`config.mk`:
```
export PLATFORM = sky130hd
export DESIGN_NAME = pixel_wave_tx
export DESIGN_NICKNAME = d
export VERILOG_FILES = /design/src/rtl/pwt_pkg.sv /design/src/rtl/pwt_reorder.sv /design/src/rtl/pwt_phase_timer.sv /design/src/rtl/pwt_seq.sv /design/src/rtl/pixel_wave_tx.sv
export SDC_FILE = /design/constraint.sdc
export NUM_CORES = 1
export LEC_CHECK = 0
export ABC_AREA = 1
export BUFFER_PORTS_ARGS = -buffer_cell sky130_fd_sc_hd__buf_2
export CAP_MARGIN = 0
export CORE_MARGIN = 10
export CORE_UTILIZATION = 64
export CTS_CLUSTER_SIZE = 40
export DETAILED_ROUTE_END_ITERATION = 16
export PLACE_DENSITY = 0.86
export SYNTH_ARGS = -nofsm -noshare
export SYNTH_HDL_FRONTEND = slang
export SYNTH_HIERARCHICAL = 1
export SYNTH_SLANG_ARGS = --single-unit
```
`constraint.sdc`:
```
create_clock -name clk_i -period 8.8 [get_ports clk_i]
set_input_delay 0.88 -clock clk_i [delete_from_list [all_inputs] [get_ports clk_i]]
set_output_delay 0.88 -clock clk_i [all_outputs]
set_load 0.05 [all_outputs]
```
`src/rtl/pwt_pkg.sv`:
```
package pwt_pkg;

  localparam int PIX_W = 24;

  typedef enum logic [2:0] {
    ST_IDLE,
    ST_FETCH,
    ST_HIGH,
    ST_LOW,
    ST_GAP,
    ST_DONE
  } pwt_state_e;

  // Source byte for a send slot: 0=red, 1=green, 2=blue. Slot 0 goes out first.
  function automatic logic [1:0] lane_src(input logic [2:0] code, input int slot);
    logic [5:0] map;
    case (code)
      3'd0: map = {2'd0, 2'd1, 2'd2};
      3'd1: map = {2'd0, 2'd2, 2'd1};
      3'd3: map = {2'd1, 2'd2, 2'd0};
      3'd4: map = {2'd2, 2'd0, 2'd1};
      3'd5: map = {2'd2, 2'd1, 2'd0};
      default: map = {2'd1, 2'd0, 2'd2};
    endcase
    case (slot)
      0: return map[5:4];
      1: return map[3:2];
      default: return map[1:0];
    endcase
  endfunction

endpackage

```
`src/rtl/pwt_reorder.sv`:
```
module pwt_reorder
  import pwt_pkg::*;
(
  input  logic [2:0]       order_i,
  input  logic [PIX_W-1:0] word_i,
  output logic [PIX_W-1:0] word_o
);

  localparam int NLANE = 3;

  logic [7:0] lane_byte [NLANE];

  for (genvar l = 0; l < NLANE; l++) begin : g_lane
    logic [1:0] src;
    assign src = lane_src(order_i, l);
    assign lane_byte[l] = (src == 2'd0) ? word_i[23:16] :
                          (src == 2'd1) ? word_i[15:8]  : word_i[7:0];
  end

  assign word_o = {lane_byte[0], lane_byte[1], lane_byte[2]};

endmodule

```
`src/rtl/pwt_phase_timer.sv`:
```
module pwt_phase_timer #(
  parameter int W = 20
) (
  input  logic         clk_i,
  input  logic         rst_ni,
  input  logic         clr_i,
  input  logic         run_i,
  input  logic [W-1:0] dur_i,
  output logic         last_o
);

  logic [W-1:0] cnt_q;
  logic [W-1:0] eff;

  // zero length acts as one cycle
  assign eff    = (dur_i == '0) ? W'(1) : dur_i;
  assign last_o = run_i && (cnt_q >= eff - W'(1));

  always_ff @(posedge clk_i or negedge rst_ni) begin
    if (!rst_ni)    cnt_q <= '0;
    else if (clr_i) cnt_q <= '0;
    else if (run_i) cnt_q <= cnt_q + W'(1);
  end

  p_cnt_bound_r3: assert property (@(posedge clk_i) disable iff (!rst_ni)
    run_i |-> (cnt_q < eff));

endmodule

```
`src/rtl/pwt_seq.sv`:
```
module pwt_seq
  import pwt_pkg::*;
#(
  parameter int LEN_W   = 13,
  parameter int MAX_PIX = 1024,
  parameter int T0H_W   = 5,
  parameter int T0L_W   = 6,
  parameter int T1H_W   = 6,
  parameter int T1L_W   = 5,
  parameter int GAP_W   = 20
) (
  input  logic             clk_i,
  input  logic             rst_ni,
  input  logic             en_i,
  input  logic [LEN_W-1:0] frame_len_i,
  input  logic [2:0]       color_order_i,
  input  logic [T0H_W-1:0] t0h_i,
  input  logic [T0L_W-1:0] t0l_i,
  input  logic [T1H_W-1:0] t1h_i,
  input  logic [T1L_W-1:0] t1l_i,
  input  logic [GAP_W-1:0] gap_i,
  input  logic             pix_valid_i,
  input  logic [PIX_W-1:0] pix_word_i,
  output logic [2:0]       order_o,
  output logic             pix_ready_o,
  output logic             line_o,
  output logic             done_o,
  output logic             tmr_clr_o,
  output logic             tmr_run_o,
  output logic [GAP_W-1:0] tmr_dur_o,
  input  logic             tmr_last_i
);

  localparam int CNT_W = $clog2(MAX_PIX + 1);
  localparam int BIT_W = $clog2(PIX_W);
  localparam logic [BIT_W-1:0] LAST_BIT = BIT_W'(PIX_W - 1);

  pwt_state_e state_q, state_d;

  logic [PIX_W-1:0] sh_q;
  logic [BIT_W-1:0] bit_q;
  logic [CNT_W-1:0] pix_q, len_q, len_eff;
  logic [2:0]       order_q;
  logic [T0H_W-1:0] t0h_q;
  logic [T0L_W-1:0] t0l_q;
  logic [T1H_W-1:0] t1h_q;
  logic [T1L_W-1:0] t1l_q;
  logic [GAP_W-1:0] gap_q;

  logic start, bit_last, pix_last, cur_bit;

  assign len_eff  = (frame_len_i > LEN_W'(MAX_PIX)) ? CNT_W'(MAX_PIX) : CNT_W'(frame_len_i);
  assign start    = (state_q == ST_IDLE) && en_i && (frame_len_i != '0);
  assign bit_last = (bit_q == LAST_BIT);
  assign pix_last = ((pix_q + CNT_W'(1)) == len_q);
  assign cur_bit  = sh_q[PIX_W-1];

  always_comb begin
    state_d = state_q;
    case (state_q)
      ST_IDLE:  if (start) state_d = ST_FETCH;
      ST_FETCH: if (pix_valid_i) state_d = ST_HIGH;
      ST_HIGH:  if (tmr_last_i) state_d = ST_LOW;
      ST_LOW: begin
        if (tmr_last_i) begin
          if (!bit_last)     state_d = ST_HIGH;
          else if (pix_last) state_d = ST_GAP;
          else               state_d = ST_FETCH;
        end
      end
      ST_GAP:   if (tmr_last_i) state_d = ST_DONE;
      ST_DONE:  state_d = ST_IDLE;
      default:  state_d = ST_IDLE;
    endcase
  end

  always_comb begin
    case (state_q)
      ST_HIGH: tmr_dur_o = cur_bit ? GAP_W'(t1h_q) : GAP_W'(t0h_q);
      ST_LOW:  tmr_dur_o = cur_bit ? GAP_W'(t1l_q) : GAP_W'(t0l_q);
      ST_GAP:  tmr_dur_o = gap_q;
      default: tmr_dur_o = '0;
    endcase
  end

  assign tmr_clr_o = (state_d != state_q);
  assign tmr_run_o = (state_q == ST_HIGH) || (state_q == ST_LOW) || (state_q == ST_GAP);

  always_ff @(posedge clk_i or negedge rst_ni) begin
    if (!rst_ni) begin
      state_q <= ST_IDLE;
      sh_q    <= '0;
      bit_q   <= '0;
      pix_q   <= '0;
      len_q   <= '0;
      order_q <= 3'd2;
      t0h_q   <= '0;
      t0l_q   <= '0;
      t1h_q   <= '0;
      t1l_q   <= '0;
      gap_q   <= '0;
    end else begin
      state_q <= state_d;
      if (start) begin
        len_q   <= len_eff;
        order_q <= color_order_i;
        t0h_q   <= t0h_i;
        t0l_q   <= t0l_i;
        t1h_q   <= t1h_i;
        t1l_q   <= t1l_i;
        gap_q   <= gap_i;
        pix_q   <= '0;
      end
      if (state_q == ST_FETCH && pix_valid_i) begin
        sh_q  <= pix_word_i;
        bit_q <= '0;
      end
      if (state_q == ST_LOW && tmr_last_i) begin
        if (!bit_last) begin
          sh_q  <= {sh_q[PIX_W-2:0], 1'b0};
          bit_q <= bit_q + BIT_W'(1);
        end else begin
          pix_q <= pix_q + CNT_W'(1);
        end
      end
    end
  end

  assign order_o     = order_q;
  assign pix_ready_o = (state_q == ST_FETCH);
  assign line_o      = (state_q == ST_HIGH);
  assign done_o      = (state_q == ST_DONE);

  p_idle_hold_r2: assert property (@(posedge clk_i) disable iff (!rst_ni)
    (state_q == ST_IDLE && !en_i) |=> !pix_ready_o);

  p_rise_src_r3: assert property (@(posedge clk_i) disable iff (!rst_ni)
    $rose(line_o) |-> ($past(state_q) == ST_LOW || $past(pix_valid_i)));

  p_stall_low_r5: assert property (@(posedge clk_i) disable iff (!rst_ni)
    (pix_ready_o && !pix_valid_i) |=> (pix_ready_o && !line_o));

  p_done_once_r6: assert property (@(posedge clk_i) disable iff (!rst_ni)
    done_o |=> (!done_o && !pix_ready_o && !line_o));

  p_len_bound_r8: assert property (@(posedge clk_i) disable iff (!rst_ni)
    (state_q == ST_HIGH || state_q == ST_LOW) |-> (pix_q < len_q && len_q <= CNT_W'(MAX_PIX)));

endmodule

```
`src/rtl/pixel_wave_tx.sv`:
```
module pixel_wave_tx
  import pwt_pkg::*;
#(
  parameter int LEN_W   = 13,
  parameter int MAX_PIX = 1024,
  parameter int T0H_W   = 5,
  parameter int T0L_W   = 6,
  parameter int T1H_W   = 6,
  parameter int T1L_W   = 5,
  parameter int GAP_W   = 20
) (
  input  logic             clk_i,
  input  logic             rst_ni,
  input  logic             en_i,
  input  logic [LEN_W-1:0] frame_len_i,
  input  logic [2:0]       color_order_i,
  input  logic [T0H_W-1:0] t0h_i,
  input  logic [T0L_W-1:0] t0l_i,
  input  logic [T1H_W-1:0] t1h_i,
  input  logic [T1L_W-1:0] t1l_i,
  input  logic [GAP_W-1:0] gap_i,
  input  logic [23:0]      pix_data_i,
  input  logic             pix_valid_i,
  output logic             pix_ready_o,
  output logic             line_o,
  output logic             done_o
);

  logic [2:0]       order;
  logic [PIX_W-1:0] word;
  logic             tmr_clr, tmr_run, tmr_last;
  logic [GAP_W-1:0] tmr_dur;

  pwt_reorder u_reorder (
    .order_i (order),
    .word_i  (pix_data_i),
    .word_o  (word)
  );

  pwt_phase_timer #(.W(GAP_W)) u_timer (
    .clk_i  (clk_i),
    .rst_ni (rst_ni),
    .clr_i  (tmr_clr),
    .run_i  (tmr_run),
    .dur_i  (tmr_dur),
    .last_o (tmr_last)
  );

  pwt_seq #(
    .LEN_W(LEN_W), .MAX_PIX(MAX_PIX), .T0H_W(T0H_W), .T0L_W(T0L_W),
    .T1H_W(T1H_W), .T1L_W(T1L_W), .GAP_W(GAP_W)
  ) u_seq (
    .clk_i         (clk_i),
    .rst_ni        (rst_ni),
    .en_i          (en_i),
    .frame_len_i   (frame_len_i),
    .color_order_i (color_order_i),
    .t0h_i         (t0h_i),
    .t0l_i         (t0l_i),
    .t1h_i         (t1h_i),
    .t1l_i         (t1l_i),
    .gap_i         (gap_i),
    .pix_valid_i   (pix_valid_i),
    .pix_word_i    (word),
    .order_o       (order),
    .pix_ready_o   (pix_ready_o),
    .line_o        (line_o),
    .done_o        (done_o),
    .tmr_clr_o     (tmr_clr),
    .tmr_run_o     (tmr_run),
    .tmr_dur_o     (tmr_dur),
    .tmr_last_i    (tmr_last)
  );

  p_reset_quiet_r1: assert property (@(posedge clk_i)
    !rst_ni |-> (!line_o && !done_o && !pix_ready_o));

endmodule

```
==> metrics, run 1 <==
critical path type=reg2reg; Synth area leaders=dfrtp_1 (38%), nand2_1 (18%), nand3_1 (6.8%); Setup Skew=0.0131 ns; pre-CTS WS=2.51 ns; DP HPWL=14.5 mm; GRT Total Usage=24.5%; post_cts resized=0; fin crit period=6.52 ns; clock slew at reported path FFs=0.06 ns; vias in the first global route=7210; Synth top area share=38.4%; largest net degree at the start of global routing=82; ant diodes=0; worst path required time=9.11 ns; WL final=20.0 mm; Die ar.=16800 µm²; Setup crit start kind=flip-flop; Boundary Pins=89; setup fix buffers added after clock tree synthesis=0; core area=11600 µm²; Site Rows=39; Post-Route Setup TNS=0 ns; most frequent cells in the layout=nand2_1 (375), inv_1 (126), dfrtp_1 (118); Min-Delay Path Class=reg2reg; LEAKAGE=4.57 nW; Tcrit/Tclk final=74.1%; initial cell density of the core=66.2%; final worst setup slack=2.28 ns; Worst path max stage delay=0.46 ns; sequential-to-total area share from yosys stat=38.7%; final setup violation count=0; clk root buf=clkbuf_16; DR pass1 iterations=6; RSZ-0062 raised after global routing=no; die width=130 µm; Max Slew Vio Count=0; Post-Syn Area=7690 µm²; I/O Buffers=88; DRC Markers=0; Slew headroom=21.9%; die height=130 µm; CTS tree=built; First DRT Iteration DRCs=713; htree depth=4; Worst-Skew Late Latency=0.43 ns; commonest non-fill, non-tap cell in the layout=nand2_1; via count=7539; fmax=153 MHz; Crit-path slowest cell=clkinv_1; CP Data Arrival Time=6.83 ns; syn_nets=1227; RD Place Congestion=0.942; total congestion overflow=0; Ys Warns=6; Final nets=1310; placed cell area=8190 µm²; P per Cell Area=352 nW/µm²; Avg WL per Cell=14.8 µm; number of synthesized flops with an enable pin=0; Worst VDD drop=0.248 mV; initial antenna violation count=0; CTS Buf Count=17; Post-synth ARST share=100%; Synth Instances=1117; Top FF cell, synth=dfrtp_1; Hold Violations, Final=0; area grow syn2layout=14.7%; Sink Count=119; DRT antenna net count=0; Yosys reg bits=119; worst slew pin tran=1.17 ns; Synth Area per Inst=6.89 µm²; post-synth top area cell=dfrtp_1; Yosys cell types=44; total power=0.00311 W; critical path endpoint category=flip-flop; max_cap viols=0; first-pass GRT wire length=33.8 mm; fin area=8820 µm²; crit-path most repeated cell=nand2_1; share of cells above drive strength 1=13.9%; Worst Path Max Fanout=18; Clock Path Buffers=2; status=finished clean; via/cell ratio=5.56; CTS hold repair buffers=0
[cell usage after synthesis, types with 2 or more instances]
cell type and n:
nand4_1 15, xor2_1 8, nand2_2 7, nand3_2 4, nor3b_1 2, o22ai_1 3
xnor2_1 6, nor2_4 7, nor2_1 94, clkinv_1 2, a221o_1 5, ha_1 24
o21ai_1 8, nand2_4 2, inv_1 126, nor3_4 2, o21ai_0 87, buf_6 3
dfrtp_1 118, clkbuf_1 19, clkbuf_8 2, inv_2 9, nor2_2 10, nand3_1 105
nand2_1 375, a21oi_1 39, nor3_1 16, o21bai_1 3
[area by class of cell]
class / instances / area (µm²)
repair buffers: 91 / 465
well taps: 143 / 179
fillers: 951 / 2790
multi-input cells: 834 / 4050
inverters: 137 / 514
flip-flops and latches: 119 / 2980
clock inverters: 12 / 176
clock buffers: 20 / 457
[logic make-up after synthesis]
family	Yosys count	synth area share (%)
buffers and inverters	164	8.62
DFF	119	38.7
AOI/OAI and AO/OA	153	10.9
and+or+nand+nor	643	36.3
adders and majority gates	24	3.90
xor gates and xnor gates	14	1.59
[metal layers]
metal / vias up / track usage, % / wire length [µm]
met5: - / 0 / 0
met2: 278 / 40.0 / 9580
met4: 0 / 8.40 / 414
li1: 3758 / - / -
met3: 38 / 5.59 / 1270
met1: 3465 / 31.4 / 8740
[worst paths after layout]
kind | start | to | slack, ns | cells after the start
worst min-delay path | u_seq/t1l_q[3] | u_seq/t1l_q[3] | 0.48 | 2
worst min register to register | u_seq/t1l_q[3] | u_seq/t1l_q[3] | 0.48 | 2
max in group asynchronous | rst_ni | u_seq/t0h_q[3] | 7.05 | 2
worst max-delay path | u_seq/state_q[0] | u_timer/cnt_q[12] | 2.28 | 36
min in group asynchronous | rst_ni | u_seq/pix_q[4] | 0.49 | 1
worst max register to register | u_seq/state_q[0] | u_timer/cnt_q[12] | 2.28 | 36
[critical path, delay by kind of cell, from the launching register on]
family,cells,cell delay [ns]
and+or+nand+nor,23,3.55
buffers and inverters,7,1.32
xor gates and xnor gates,1,0.17
adders and majority gates,2,0.49
DFF,1,0.42
AOI/OAI and AO/OA,3,0.46
[per-stage QoR]
stage | hold WS, ns | util [%] | instances
floorplan | 0.449 | - | 1117
CTS | 0.479 | 75.9 | 1356
global placement | 0.463 | 70.5 | 1324
global route | 0.491 | 75.9 | 1356
detailed placement | 0.465 | 70.5 | 1324
finish | 0.477 | 75.9 | 1356
[where the power goes]
part           internal, W  switching [W]  leakage, nW  total, W
combinational     0.000506        0.00103         2.76   0.00153
clock             0.000488       0.000251        0.306  0.000739
sequential        0.000729       0.000106         1.51  0.000834
total              0.00172        0.00138         4.57   0.00311
[registers in the layout, indices dropped and copies added, names as in the netlist, 6 cells and up]
| name | cells |
|---|---|
| u_seq/len_q | 11 |
| u_seq/sh_q | 24 |
| u_seq/pix_q | 11 |
| u_seq/t1h_q | 6 |
| u_timer/cnt_q | 20 |
| u_seq/t0l_q | 6 |
| u_seq/gap_q | 20 |
Note: power is estimated with default switching activity, not from simulation.
==> run 2, diff against run 1 <==
Settings changed: CORE_UTILIZATION 64 to 60, PLACE_DENSITY 0.86 to 0.82.
Clock period 8.8 ns to 6.1 ns, I/O delays scaled along.
==> metrics, run 2 (synthesis gave the netlist of run 1 again) <==
Sink Count=119 (unchanged); Slew headroom=34.5% (+13 points); Worst Path Max Fanout=9 (-9); placed cell area=8250 µm² (+0.72%); Max Slew Vio Count=0 (unchanged); CTS hold repair buffers=0 (unchanged); total congestion overflow=0 (unchanged); total power=0.00458 W (+47%); critical path type=reg2reg; initial antenna violation count=0 (unchanged); I/O Buffers=88 (unchanged); Setup crit start kind=flip-flop; die height=133 µm (+2.8%); largest registers=u_seq/sh_q: 24 flops, u_seq/gap_q: 20 flops, u_timer/cnt_q: 20 flops; Worst-Skew Late Latency=0.42 ns (about the same); via/cell ratio=5.51 (-0.95%); RD Place Congestion=0.946 (+0.42%); Tcrit/Tclk final=91.9% (+18 points); DR pass1 iterations=6 (unchanged); largest net degree at the start of global routing=81 (-1.2%); GRT Total Usage=23.2% (-1.3 points); most frequent cells in the layout=nand2_1 (370), inv_1 (124), dfrtp_1 (116); Clock Path Buffers=2 (unchanged); worst-case reg-to-reg path depth=40 (+11%); max FFs per register=24 (unchanged); footprint of the multi-input gates=4140 µm² (+2.3%); Fillers=1053 (+11%); max_cap viols=0 (unchanged); htree depth=4 (unchanged); Crit-path slowest cell=dfrtp_2; die width=133 µm (+2.8%); vias in the first global route=6972 (-3.3%); fin area=9010 µm² (+2.1%); Worst path max stage delay=0.46 ns (about the same); first-pass GRT wire length=34.1 mm (+0.86%); via count=7666 (+1.7%); CTS Buf Count=17 (unchanged); Avg WL per Cell=14.9 µm (+1.1%); R2R Setup Slk=0.49 ns (-1.79 ns); Boundary Pins=89 (unchanged); DRC Markers=0 (unchanged); share of cells above drive strength 1=16.9% (+3.0 points); initial cell density of the core=61.2% (-5.0 points); Min-Delay Path Class=in2async; Biggest register=u_seq/sh_q; WL final=20.8 mm (+3.8%); Post-Route Setup TNS=0 ns (unchanged); Final nets=1317 (+0.53%); critical path endpoint category=flip-flop; DRT antenna net count=0 (unchanged); DP HPWL=15.0 mm (+3.4%); crit-path most repeated cell=nand2_1; register area=2980 µm² (about the same); fin crit period=5.61 ns (-0.913 ns); Hold Violations, Final=0 (unchanged); clk root buf=clkbuf_16; P per Cell Area=509 nW/µm² (+44%); Worst VDD drop=0.324 mV (+31%); core area=12600 µm² (+8.2%); commonest non-fill, non-tap cell in the layout=nand2_1; CP Data Arrival Time=5.92 ns (-0.91 ns); clock slew at reported path FFs=0.06 ns (about the same); status=finished clean; Site Rows=41 (+5.1%); Setup Skew=0.00913 ns (-0.00398 ns); First DRT Iteration DRCs=864 (+21%); LEAKAGE=4.61 nW (+0.77%); ant diodes=0 (unchanged); Die ar.=17700 µm² (+5.6%); worst path required time=6.42 ns (-2.69 ns); fmax=178 MHz (+16%); area grow syn2layout=17.1%; CTS tree=built; final setup violation count=0 (unchanged); worst slew pin tran=0.982 ns (-0.190 ns)
## run 2: changes by cell type in the layout (fill, tap and decap cells not counted), sizes merged
cell / previous run / this run
clkinv: 8 / 6
bufinv: 4 / 3
clkinvlp: 2 / 5
buf: 91 / 98
## run 2: routing by layer
| metal | global-route usage, % | part of all wire (%) | wire length, µm | up-vias |
|---|---|---|---|---|
| li1 | - | - | - | 3792 |
| met1 | 32.4 | 45 | 9310 | 3504 |
| met2 | 34.7 | 45 | 9330 | 345 |
| met3 | 5.83 | 8.8 | 1820 | 25 |
| met4 | 6.53 | 1.5 | 303 | 0 |
| met5 | 0 | 0 | 0 | - |
## run 2: final cells by class
| class | count | area share, % |
|---|---|---|
| tap | 172 | 2.39 |
| timing repair buffer | 98 | 5.89 |
| multi-input combinational | 834 | 46.0 |
| inverter | 137 | 5.81 |
| sequential | 119 | 33.1 |
| clock inverter | 12 | 1.65 |
| clock buffer | 20 | 5.18 |
## run 2: path summary, 6_finish.rpt
check	start	to
max reg2reg	u_seq/state_q[0]	u_timer/cnt_q[12]
max	u_seq/state_q[0]	u_timer/cnt_q[12]
max in group asynchronous	rst_ni	u_timer/cnt_q[9]
min in group clk_i	color_order_i[2]	u_seq/order_o[2]
min reg2reg	u_seq/t1h_q[5]	u_seq/t1h_q[5]
min	rst_ni	u_seq/sh_q[15]
## run 2: through the flow
step,instances,setup slack (ns),hold slack (ns),util [%]
after floorplan,1117,0.507,0.314,-
after detailed placement,1356,0.385,0.473,65.6
final,1392,0.495,0.353,71.7
after global placement,1356,0.543,0.470,65.6
after CTS,1388,0.342,0.368,70.5
after global routing,1392,-0.0346,0.388,71.7
## run 2: power by group
part / leakage [nW] / internal, W / switching, W
Clock: 0.294 / 0.000672 / 0.000357
Sequential: 1.51 / 0.00105 / 0.000172
Combinational: 2.81 / 0.000797 / 0.00153
## run 2: worst max-delay path: cells and delay by family, from the launching register on
| family | cells | cell delay [ns] |
|---|---|---|
| and+or+nand+nor | 27 | 3.03 |
| xor gates and xnor gates | 1 | 0.15 |
| DFF | 1 | 0.46 |
| AOI/OAI and AO/OA | 4 | 0.74 |
| buffers and inverters | 6 | 0.63 |
| adders and majority gates | 2 | 0.48 |
## run 2: what timing repair did
action	CTS	global route
endpoints found under the setup margin	0	42
resized for setup	0	35
setup buffers	0	4
==> run 3, diff against run 2 <==
Clock period 6.1 ns to 6.15 ns, I/O delays scaled along.
==> metrics, run 3 (synthesis gave the netlist of run 1 again) <==
Final nets=1315 (-0.15%); Setup Skew=0.00866 ns (-0.000474 ns); Biggest register=u_seq/sh_q; largest registers=u_seq/sh_q: 24 flops, u_seq/gap_q: 20 flops, u_timer/cnt_q: 20 flops; DRT antenna net count=0 (unchanged); CTS hold repair buffers=0 (unchanged); LEAKAGE=4.58 nW (-0.56%); Critical Path Start=u_seq/state_q[0]; Worst-Skew Late Latency=0.42 ns (about the same); clock slew at reported path FFs=0.06 ns (about the same); Boundary Pins=89 (unchanged); share of cells above drive strength 1=16.4% (-0.46 points); largest net degree at the start of global routing=82 (+1.2%); Worst VDD drop=0.376 mV (+16%); final worst setup slack=0.515 ns (+0.0204 ns); Site Rows=41 (unchanged); CTS tree=built; die width=133 µm (unchanged); Min-Delay Path Class=in2async; critical path type=reg2reg; vias in the first global route=7120 (+2.1%); total congestion overflow=0 (unchanged); Die ar.=17700 µm² (unchanged); worst slew pin tran=1.16 ns (+0.179 ns); Slew headroom=22.4% (-12 points); first-pass GRT wire length=34.7 mm (+1.8%); Tcrit/Tclk final=91.6% (-0.27 points); GRT Total Usage=23.5% (+0.30 points); htree depth=4 (unchanged); Worst path max stage delay=0.44 ns (-0.02 ns); initial antenna violation count=0 (unchanged); via/cell ratio=5.49 (-0.31%); initial cell density of the core=61.2% (unchanged); fin area=8950 µm² (-0.58%); Avg WL per Cell=14.9 µm (-0.25%); fmax=177 MHz (-0.52%); placed cell area=8230 µm² (-0.18%); ant diodes=0 (unchanged); via count=7631 (-0.46%); worst path required time=6.47 ns (+0.05 ns); area grow syn2layout=16.4%; commonest non-fill, non-tap cell in the layout=nand2_1; critical path endpoint category=flip-flop; die height=133 µm (unchanged); First DRT Iteration DRCs=709 (-18%); Clock Path Buffers=2 (unchanged); reg2reg start=u_seq/state_q[0]; DR pass1 iterations=6 (unchanged); status=finished clean; WL final=20.7 mm (-0.39%); Crit-path slowest cell=dfrtp_2; max_cap viols=0 (unchanged); crit-path most repeated cell=nand2_1; fin crit period=5.63 ns (+0.0296 ns); RD Place Congestion=0.923 (-2.5%); most frequent cells in the layout=nand2_1 (371), inv_1 (123), dfrtp_1 (116); max FFs per register=24 (unchanged); CTS Buf Count=17 (unchanged); Sink Count=119 (unchanged); core area=12600 µm² (unchanged); Setup crit start kind=flip-flop; clk root buf=clkbuf_16; DRC Markers=0 (unchanged); I/O Buffers=88 (unchanged); final setup violation count=0 (unchanged); DP HPWL=15.1 mm (+0.43%); Hold Violations, Final=0 (unchanged); Max Slew Vio Count=0 (unchanged); pre-CTS WS=0.311 ns (-0.0740 ns); P per Cell Area=505 nW/µm² (-0.64%); Worst Path Max Fanout=15 (+6); CP Data Arrival Time=5.96 ns (+0.04 ns)
run 3: cell count changes in the layout (fill, tap and decap cells not counted), moves of 2 or more:
cell      before  now
clkbuf_1       0    5
buf_4         10    7
inv_2          8   10
inv_4          2    0
run 3: where the power goes:
group / switching [W] / leakage [nW] / internal (W)
logic: 0.00154 / 2.79 / 0.000771
clock network: 0.000350 / 0.288 / 0.000656
registers: 0.000161 / 1.51 / 0.00104
run 3: per-stage QoR:
step / instances / util, % / TNS (ns) / hold slack, ns / total power (W)
2_1_floorplan: 1117 / - / 0 / 0.319 / 0.00284
3_3_place_gp: 1354 / 65.5 / 0 / 0.469 / 0.00331
3_5_place_dp: 1354 / 65.5 / 0 / 0.475 / 0.00335
4_1_cts: 1386 / 70.2 / 0 / 0.235 / 0.00438
5_1_grt: 1390 / 71.2 / -0.117 / 0.259 / 0.00491
6_report: 1390 / 71.2 / 0 / 0.203 / 0.00453
run 3: critical path, delay by kind of cell (launching register included):
kind,cells,cell delay (ns)
AOI/OAI and AO/OA,3,0.44
xor gates and xnor gates,1,0.14
adders and majority gates,2,0.50
buffers and inverters,8,0.83
DFF,1,0.44
and+or+nand+nor,28,3.13
run 3: routing by layer:
metal,up-vias,GRT usage (%),share of wire [%]
li1,3773,-,-
met1,3483,32.1,45
met2,338,35.8,45
met3,37,5.71,8.2
met4,0,7.32,1.8
met5,-,0,0
run 3: what timing repair did:
action                                  CTS  global route
setup buffers                             0             4
gates resized for setup                   0            32
endpoints found under the setup margin    0            33
run 3: path summary, 6_finish.rpt:
kind | to | slack [ns] | depth (start not counted)
worst max-delay path | u_timer/cnt_q[12] | 0.52 | 42
worst min-delay path | u_seq/order_o[2] | 0.20 | 1
worst max register to register | u_timer/cnt_q[12] | 0.52 | 42
worst min register to register | u_seq/gap_q[5] | 0.49 | 2
max in group asynchronous | u_seq/state_q[0] | 4.59 | 2
min in group clk_i | u_seq/order_o[0] | 0.38 | 3
run 3: layout make-up:
| cell class | instances | area [µm²] |
|---|---|---|
| Multi-Input combinational cell | 834 | 4130 |
| Fill cell | 1030 | 3610 |
| Sequential cell | 119 | 2980 |
| Inverter | 137 | 526 |
| Timing Repair Buffer | 96 | 513 |
| Clock buffer | 24 | 472 |
| Tap cell | 172 | 215 |
| Clock inverter | 8 | 121 |
